===== src/rtl/vfs_pkg.sv =====
package vfs_pkg;

  localparam int FLIT_W  = 40;
  localparam int NADDR_W = 40;
  localparam int NSRC_W  = 14;
  localparam int CMD_W   = 2;
  localparam int CGT_W   = 2;
  localparam int PLEN_W  = 8;
  localparam int ID_W    = 4;
  localparam int BE_W    = 4;
  localparam int DATA_W  = 32;

  typedef struct packed {
    logic [NADDR_W-1:0] addr;
    logic [NSRC_W-1:0]  srcid;
    logic [CMD_W-1:0]   cmd;
    logic [CGT_W-1:0]   cgt;
    logic [PLEN_W-1:0]  plen;
    logic [ID_W-1:0]    trdid;
    logic [ID_W-1:0]    pktid;
    logic [BE_W-1:0]    be;
    logic [DATA_W-1:0]  wdata;
    logic               eop;
  } vfs_cmd_t;

  typedef enum logic [2:0] {
    ST_IDLE   = 3'd0,
    ST_ADDR   = 3'd1,
    ST_HDR    = 3'd2,
    ST_WFIRST = 3'd3,
    ST_BODY   = 3'd4
  } vfs_state_e;

  // Bit 0 of the command code separates read-type (01, 11) from write-type (10, 00)
  function automatic logic cmd_is_read(input logic [CMD_W-1:0] cmd);
    return cmd[0];
  endfunction

endpackage


===== src/rtl/vfs_rst_sync.sv =====
module vfs_rst_sync #(
  parameter int STAGES = 2
) (
  input  logic clk,
  input  logic rst_n,
  output logic run
);
  logic [STAGES-1:0] sync_q;
  logic [STAGES-1:0] sync_d;

  always_comb begin
    sync_d = {sync_q[STAGES-2:0], 1'b1};
  end

  always_ff @(posedge clk or negedge rst_n) begin
    if (!rst_n) sync_q <= '0;
    else        sync_q <= sync_d;
  end

  assign run = sync_q[STAGES-1];
endmodule


===== src/rtl/vfs_left_align.sv =====
module vfs_left_align #(
  parameter int IN_W  = 32,
  parameter int OUT_W = 40
) (
  input  logic [IN_W-1:0]  din,
  output logic [OUT_W-1:0] dout
);
  generate
    if (IN_W == OUT_W) begin : g_same
      assign dout = din;
    end else begin : g_pad
      localparam int PAD_W = OUT_W - IN_W;
      assign dout = {din, {PAD_W{1'b0}}};
    end
  endgenerate
endmodule


===== src/rtl/vfs_capture.sv =====
module vfs_capture
  import vfs_pkg::*;
(
  input  logic     clk,
  input  logic     en,
  input  vfs_cmd_t d,
  output vfs_cmd_t q
);
  vfs_cmd_t q_next;

  always_comb begin
    q_next = q;
    if (en) q_next = d;
  end

  always_ff @(posedge clk) begin
    q <= q_next;
  end
endmodule


===== src/rtl/vfs_ctrl.sv =====
module vfs_ctrl
  import vfs_pkg::*;
(
  input  logic       clk,
  input  logic       rst_n,
  input  logic       run,
  input  logic       in_valid,
  input  logic       in_eop,
  input  logic       out_ready,
  input  logic       cap_read,
  input  logic       cap_eop,
  output vfs_state_e state,
  output logic       in_ready,
  output logic       out_valid,
  output logic       cap_en
);
  vfs_state_e state_next;

  always_comb begin
    state_next = state;
    in_ready   = 1'b0;
    out_valid  = 1'b0;
    cap_en     = 1'b0;
    unique case (state)
      ST_IDLE: begin
        in_ready = run;
        cap_en   = run & in_valid;
        if (run && in_valid) state_next = ST_ADDR;
      end
      ST_ADDR: begin
        out_valid = 1'b1;
        if (out_ready) state_next = ST_HDR;
      end
      ST_HDR: begin
        out_valid = 1'b1;
        if (out_ready) state_next = cap_read ? ST_IDLE : ST_WFIRST;
      end
      ST_WFIRST: begin
        out_valid = 1'b1;
        if (out_ready) state_next = cap_eop ? ST_IDLE : ST_BODY;
      end
      ST_BODY: begin
        out_valid = in_valid;
        in_ready  = out_ready;
        if (in_valid && out_ready && in_eop) state_next = ST_IDLE;
      end
      default: state_next = ST_IDLE;
    endcase
  end

  always_ff @(posedge clk or negedge rst_n) begin
    if (!rst_n) state <= ST_IDLE;
    else        state <= state_next;
  end
endmodule


===== src/rtl/vfs_flit_fmt.sv =====
module vfs_flit_fmt
  import vfs_pkg::*;
(
  input  vfs_state_e          state,
  input  vfs_cmd_t            cap,
  input  logic [BE_W-1:0]     live_be,
  input  logic [DATA_W-1:0]   live_wdata,
  input  logic                live_eop,
  output logic [FLIT_W-1:0]   flit
);
  logic [FLIT_W-1:0] addr_flit;
  logic [FLIT_W-1:0] rd_hdr;
  logic [FLIT_W-1:0] wr_hdr;
  logic [FLIT_W-1:0] cap_data;
  logic [FLIT_W-1:0] live_data;

  always_comb begin
    addr_flit = {1'b0, cap.addr[NADDR_W-1:2], 1'b0};
    rd_hdr    = {1'b1, cap.srcid, cap.cmd, cap.cgt, cap.plen,
                 cap.trdid, cap.pktid, cap.be, 1'b0};
    wr_hdr    = {1'b0, cap.srcid, cap.cmd, cap.cgt, cap.plen,
                 cap.trdid, cap.pktid, 5'b00000};
    cap_data  = {cap.eop, 3'b000, cap.be, cap.wdata};
    live_data = {live_eop, 3'b000, live_be, live_wdata};
  end

  always_comb begin
    unique case (state)
      ST_ADDR:   flit = addr_flit;
      ST_HDR:    flit = cmd_is_read(cap.cmd) ? rd_hdr : wr_hdr;
      ST_WFIRST: flit = cap_data;
      ST_BODY:   flit = live_data;
      default:   flit = '0;
    endcase
  end
endmodule


===== src/rtl/vci_cmd_flit_serializer.sv =====
module vci_cmd_flit_serializer
  import vfs_pkg::*;
#(
  parameter int ADDR_W  = 40,
  parameter int SRCID_W = 14
) (
  input  logic               clk,
  input  logic               rst_n,
  input  logic               in_valid,
  output logic               in_ready,
  input  logic [ADDR_W-1:0]  in_addr,
  input  logic [1:0]         in_cmd,
  input  logic [1:0]         in_cgt,
  input  logic [7:0]         in_plen,
  input  logic [3:0]         in_trdid,
  input  logic [3:0]         in_pktid,
  input  logic [SRCID_W-1:0] in_srcid,
  input  logic [3:0]         in_be,
  input  logic [31:0]        in_wdata,
  input  logic               in_eop,
  output logic               out_valid,
  input  logic               out_ready,
  output logic [39:0]        out_flit
);
  logic [NADDR_W-1:0] addr_al;
  logic [NSRC_W-1:0]  srcid_al;
  vfs_cmd_t           live;
  vfs_cmd_t           cap;
  vfs_state_e         state;
  logic               cap_en;
  logic               run;

  vfs_rst_sync #(.STAGES(2)) u_rst (
    .clk   (clk),
    .rst_n (rst_n),
    .run   (run)
  );

  vfs_left_align #(.IN_W(ADDR_W), .OUT_W(NADDR_W)) u_al_addr (
    .din  (in_addr),
    .dout (addr_al)
  );

  vfs_left_align #(.IN_W(SRCID_W), .OUT_W(NSRC_W)) u_al_src (
    .din  (in_srcid),
    .dout (srcid_al)
  );

  always_comb begin
    live.addr  = addr_al;
    live.srcid = srcid_al;
    live.cmd   = in_cmd;
    live.cgt   = in_cgt;
    live.plen  = in_plen;
    live.trdid = in_trdid;
    live.pktid = in_pktid;
    live.be    = in_be;
    live.wdata = in_wdata;
    live.eop   = in_eop;
  end

  vfs_capture u_cap (
    .clk (clk),
    .en  (cap_en),
    .d   (live),
    .q   (cap)
  );

  vfs_ctrl u_ctrl (
    .clk       (clk),
    .rst_n     (rst_n),
    .run       (run),
    .in_valid  (in_valid),
    .in_eop    (in_eop),
    .out_ready (out_ready),
    .cap_read  (cmd_is_read(cap.cmd)),
    .cap_eop   (cap.eop),
    .state     (state),
    .in_ready  (in_ready),
    .out_valid (out_valid),
    .cap_en    (cap_en)
  );

  vfs_flit_fmt u_fmt (
    .state      (state),
    .cap        (cap),
    .live_be    (in_be),
    .live_wdata (in_wdata),
    .live_eop   (in_eop),
    .flit       (out_flit)
  );
endmodule


===== config.mk =====
export PLATFORM = sky130hd
export DESIGN_NAME = vci_cmd_flit_serializer
export DESIGN_NICKNAME = d
export VERILOG_FILES = /design/src/rtl/vfs_pkg.sv /design/src/rtl/vfs_rst_sync.sv /design/src/rtl/vfs_left_align.sv /design/src/rtl/vfs_capture.sv /design/src/rtl/vfs_ctrl.sv /design/src/rtl/vfs_flit_fmt.sv /design/src/rtl/vci_cmd_flit_serializer.sv
export SDC_FILE = /design/constraint.sdc
export NUM_CORES = 1
export LEC_CHECK = 0
export BUFFER_PORTS_ARGS = -buffer_cell sky130_fd_sc_hd__buf_2
export CORE_ASPECT_RATIO = 0.7
export CORE_MARGIN = 2
export CORE_UTILIZATION = 45
export DETAILED_ROUTE_END_ITERATION = 12
export HOLD_SLACK_MARGIN = 0.03
export PLACE_DENSITY = 0.71
export REMOVE_ABC_BUFFERS = 1
export SLEW_MARGIN = 40
export SYNTH_ARGS = -nofsm -noshare
export SYNTH_HDL_FRONTEND = slang
export SYNTH_SLANG_ARGS = --single-unit

===== constraint.sdc =====
create_clock -name clk -period 16.4 [get_ports clk]
set_input_delay 1.64 -clock clk [delete_from_list [all_inputs] [get_ports clk]]
set_output_delay 1.64 -clock clk [all_outputs]
set_load 0.01 [all_outputs]

# ---- Word level (Yosys, flattened, before mapping)
# Index checks and enable logic that the tools add are counted.
dict set report op_classes {
  eq_ne 9
  n_shift 0
  n_bitwise 1
  order_cmp 0
  muxes 13
  add_sub_neg 0
  div_mod_pow 0
  n_mul 0
  n_reduce_logical 6
}
# cell count
set ops {}
lappend ops {{40-bit case mux with 4 select lines} 1}
lappend ops {{40-bit 2-to-1 mux} 1}
lappend ops {{3-bit 2-to-1 mux} 6}
lappend ops {{3-bit case mux with 5 select lines} 1}
lappend ops {{3-bit by 2-bit == test with 1-bit output, second input constant} 2}
lappend ops {{2-bit inequality test, second input constant} 3}
lappend ops {{5-bit AND reduction} 1}
lappend ops {{2-bit by 1-bit inequality test with 1-bit output, second input constant} 2}
lappend ops {{1-bit case mux with 2 select lines} 2}
lappend ops {{3-bit by 1-bit == test with 1-bit output, second input constant} 1}
lappend ops {{3-bit == test, second input constant} 1}
lappend ops {{1-bit logical AND} 3}
lappend ops {{3-bit zero test} 1}
lappend ops {{3-bit OR reduction} 1}
lappend ops {{2-bit 2-to-1 mux} 1}
lappend ops {{1-bit bitwise AND} 1}
lappend ops {{1-bit 2-to-1 mux} 1}
dict set report totals {
  ramBits 0
  word_cells 41
  in_bits 115
  rom_bits 0
  memories 0
  out_inout_bits 42
  regBits 116
  latchBits 0
}

# ---- Logic depth before layout (Yosys ltp)
dict set report logic_depth {
  depth_word 4
  depth_mapped 5
}

# ---- Modules after synthesis
# Synthesis repeated with hierarchy kept, for this count alone.
dict set report hier_totals {
  cells_unflattened 333
  area_unflattened_um2 5461.5
}
# mod n_inst cells_each area_each_um2 seq_area_each_um2
set modules_own_cells {}
lappend modules_own_cells {vfs_capture 1 111 3333.2 3333.2}
lappend modules_own_cells {vfs_flit_fmt 1 144 1462.7 0.0}
lappend modules_own_cells {{vfs_left_align (u_al_addr)} 1 40 300.3 0.0}
lappend modules_own_cells {vfs_ctrl 1 21 206.4 75.1}
lappend modules_own_cells {{vfs_left_align (u_al_src)} 1 14 105.1 0.0}
lappend modules_own_cells {vfs_rst_sync 1 3 53.8 50.0}

# ---- Worst setup path before layout
# Ideal clock, no wire load.
dict set report synth_path {
  kind {input to register}
  startpoint {in in_valid}
  endpoint {reg u_cap.q[0] (netlist bit) (enable)}
  setup_ns 0.845
  path_slack_ns 3.607
  arrival_time_ns 11.948
  t_required_ns 15.555
  stages 2
  path_cell_list {nand2_1 -> nor4_1}
}
dict set report synth_between {
  elab_chain_cells 2
}
# item line
set synth_lines {}
lappend synth_lines {{from (decl)} vci_cmd_flit_serializer.sv:9} ;# input logic in_valid,
lappend synth_lines {{1-bit bitwise AND} vfs_ctrl.sv:27} ;# cap_en = run & in_valid;
lappend synth_lines {{1-bit 2-to-1 mux} vfs_ctrl.sv:24} ;# unique case (state)
lappend synth_lines {{via cap_en} vci_cmd_flit_serializer.sv:30} ;# logic cap_en;
lappend synth_lines {{to (signal assigned)} vfs_capture.sv:17} ;# q <= q_next;
lappend synth_lines {{to (decl)} vfs_capture.sv:7} ;# output vfs_cmd_t q
# The timed path passes the listed nets, and every way through them passes these cells.
# A chain may end at the register's enable or synchronous reset.

# ---- Worst setup path after layout
dict set report layout_path {
  startpoint {reg u_ctrl.state[0]}
  endpoint {out out_flit[21]}
}
dict set report layout_between {
  elab_chain_cells 2
  elab_cells_between_ends 5
  classes_between {eq/ne (4); mux (1)}
}
# item line
set layout_lines {}
lappend layout_lines {{from (decl)} vfs_ctrl.sv:12} ;# output vfs_state_e state,
lappend layout_lines {{from (signal assigned)} vfs_ctrl.sv:53} ;# else state <= state_next;
lappend layout_lines {{3-bit == test, or another cell as far along} vfs_flit_fmt.sv:28} ;# unique case (state)
lappend layout_lines {{40-bit case mux with 4 select lines *} vfs_flit_fmt.sv:28}
lappend layout_lines {{to (decl)} vci_cmd_flit_serializer.sv:23} ;# output logic [39:0] out_flit
# Every way passes the cells marked *; elsewhere a longest branch is shown, timed or not.

==> impl_summary.log <==
[metrics] clock tree from TritonCTS: yes
[metrics] reported max-cap violation count: 0
[metrics] worst-skew pair later-pin latency: 0.40 ns
[metrics] global route overflow: 0
[metrics] core area: between 0.01 and 0.015 mm2
[metrics] non-filler instance count after layout: approximately 580
[metrics] Max rail drop VDD: ~0.13 mV
[metrics] number of storage elements in the synthesis netlist: approximately 110
[metrics] CTS clk-pin slew, worst paths: ~0.05 ns
[metrics] share of final-layout standard cells stronger than drive strength 1: 0.416
[metrics] mean area per synthesized cell: about 17 um2
[metrics] sequential cell area: 0.00340 mm2
[metrics] number of sinks on the clock net: roughly 110
[metrics] Syn Std Cell Area: roughly 0.0047 mm2
[metrics] half-perimeter wire length of the detailed placement result: 6570 um
[metrics] nets: between 500 and 600
[metrics] number of cells in the design after placement: roughly 550
[metrics] share of async-settable or async-resettable flops after synthesis: 0.0439
[metrics] vias after detailed routing: between 3000 and 4000
[metrics] share of synthesized area occupied by flip-flops and latches: 0.727
[metrics] Die Wd: ~130 um
[metrics] count of filler cells inserted in the layout: roughly 850
[metrics] transition time at the pin with the least slew margin: 0.785 ns
[metrics] class of the most critical setup path: reg2out
[metrics] most frequently used flop master after synthesis: edfxtp_1
[metrics] Post-CTS Setup Bufs: 0
[metrics] cells after synthesis: about 280
[metrics] dominant cell type by area after synthesis: edfxtp_1
[metrics] starting DRC count in detailed routing: between 200 and 300
[metrics] area share of the largest cell type after synthesis: 0.700
[metrics] Setup crit end kind: output port
[metrics] DIE HEIGHT: around 89 um
[metrics] cell types with the largest area share after synthesis: edfxtp_1 70%, mux2i_1 8.1%, a221o_1 6.6%, nor2_1 2.9%, dfrtp_1 2.7%
[metrics] Power, Total: a little over 1000 uW
[metrics] portion of the clock cycle consumed by the worst path in the final layout: 0.255
[metrics] largest net degree at the start of global routing: 60
[metrics] port buffer count: 154
[metrics] total of cells resized after clock tree synthesis: 0
[metrics] first-pass GRT wire length: approximately 16000 um
[metrics] time the worst path needs with I/O delays and setup: about 4.2 ns
[metrics] cell with the most instances after synthesis: edfxtp_1
[metrics] number of inserted diodes: 0
[metrics] hold-fix buffers at CTS: 0
[metrics] std cell rows: 31
[metrics] Pwr Density: 170 mW/mm2
[metrics] vias in the first global route: ~3000
[metrics] Slew Limit Fails: 0
[metrics] RSZ-0062 raised after global routing: false
[metrics] count of cell types in the netlist: 28
[metrics] result of the run: finished, final reports clean
[metrics] TNS Setup: 0 ns
[metrics] Pre-antenna DRT Iters: 5
[metrics] total I/O pin count: approximately 160
[metrics] die outline area: around 0.011 mm2
[metrics] max-slew headroom at the worst pin: 0.476
[metrics] routed vias/inst: about 5.2
[metrics] average routed wire per standard cell: approximately 17 um
[metrics] antenna violations before repair: 0
[metrics] Synth warnings: 0
[metrics] CTS Root Buffer Type: clkbuf_16
[metrics] area of the multi-input gates: 0.00111 mm2
[metrics] Crit path arrival time: approximately 2.6 ns
[metrics] f_max: roughly 240 MHz
[metrics] Syn-to-layout area delta: 28.6%
[metrics] combined global-route utilization of all metal layers: 0.187
[metrics] CP startpoint kind: flop
[metrics] Worst Clk Skew: between 0.008 and 0.009 ns
[metrics] final wirelength: roughly 10000 um
[metrics] Antenna Nets Post-Route: 0
[metrics] detailed-route DRC error count: 0
[metrics] worst min-delay path category: reg2reg
[metrics] number of hold-slack violations in the final timing report: 0
[metrics] number of enable flip-flop cells after synthesis: between 100 and 150
[metrics] list of most frequent post-synthesis cells: 109 x edfxtp_1, 38 x mux2i_1, 36 x nor2_1, 31 x a221o_1, 8 x buf_6
[metrics] worst hold slack: around 0.35 ns
[metrics] clock buffers created by TritonCTS: 17
[metrics] Worst Path Required: around 15 ns
[metrics] highest net fanout along the worst path: 47
[metrics] Final Wtd Congestion: 0.773
[metrics] Clock Path Buffers: 2
[metrics] final-report setup violation count: 0
[metrics] cell leakage power: between 0.002 and 0.0025 uW
[metrics] effective utilization at floorplan: 0.457
[metrics] depth of the CTS H-tree: 4
==> final timing paths <==
| check | startpoint | endpoint | slack, ns | cells past startpoint |
|---|---|---|---|---|
| worst max-delay path | u_ctrl.state[0]$_DFFE_PN0P_ | out_flit[21] | 12.21 | 5 |
| worst max register to register | u_ctrl.state[0]$_DFFE_PN0P_ | u_cap.q[22]$_DFFE_PP_ | 14.23 | 3 |
| worst min-delay path | u_rst.sync_q[0]$_DFF_PN0_ | u_rst.sync_q[1]$_DFF_PN0_ | 0.35 | 0 |
| worst min register to register | u_rst.sync_q[0]$_DFF_PN0_ | u_rst.sync_q[1]$_DFF_PN0_ | 0.35 | 0 |
| min in group asynchronous | rst_n | u_ctrl.state[2]$_DFFE_PN0P_ | 1.05 | 1 |
| max in group asynchronous | rst_n | u_ctrl.state[0]$_DFFE_PN0P_ | 15.19 | 1 |
==> logic make-up after synthesis <==
family | share of synthesized area
DFF | 0.727
muxes | 0.0814
buffers and inverters | 0.0375
AOI/OAI and AO/OA | 0.0937
and+or+nand+nor | 0.0597
other | 0.000802
==> registers in the layout (all words and copies together) (netlist names) <==
| register | flops |
|---|---|
| u_ctrl.state | 3 |
| u_rst.sync_q | 2 |
| u_cap.q | 109 |
==> critical path: stages, from the launching register on <==
cell and delay (ns):
dfrtp_2 0.37, buf_4 0.60, and2b_4 0.30, and2b_4 0.46, a221o_1 0.25, buf_2 0.14
==> layout make-up <==
| cell class | count | share of cell area |
|---|---|---|
| multi-input cells | 146 | 0.184 |
| clock buffers | 20 | 0.0726 |
| repair buffers | 159 | 0.134 |
| flip-flops and latches | 114 | 0.566 |
| clock inverters | 10 | 0.0156 |
| well taps | 132 | 0.0275 |
==> metrics by stage <==
stage                     cell area, um2  setup slack, ns  utilization
after CTS                           6010            12.17        0.587
final                               6010            12.21        0.587
after global placement              5470            12.39        0.534
after global routing                6010            12.04        0.587
after detailed placement            5480            12.54        0.535
after floorplan                     4500             3.61            -
==> where the power goes <==
| group | internal, uW | switching [uW] | total, uW |
|---|---|---|---|
| clock | 217 | 115 | 333 |
| combinational | 133 | 173 | 307 |
| sequential | 362 | 19.1 | 381 |
| total | 713 | 308 | 1020 |
==> placed cells by master, fill, tap and decap left out, types with 4 or more instances in the layout <==
cell type    n
a221o_1     31
a22oi_1      4
a2bb2oi_1    4
buf_2      154
buf_4        5
clkbuf_16   17
clkinv_1     5
dfrtp_1      4
edfxtp_1   109
mux2i_1     38
nand2_1      5
nand3_1      5
nor2_1      36
o22ai_1      4
==> routing by layer <==
metal  vias up  routed length, um  global-route usage
li1       1436                  -                   -
met1      1433               4330               0.247
met2       155               4660               0.282
met3        13                999              0.0778
met4         0                143              0.0689
met5         -                  0                   0
(Power assumes the default switching activity.)
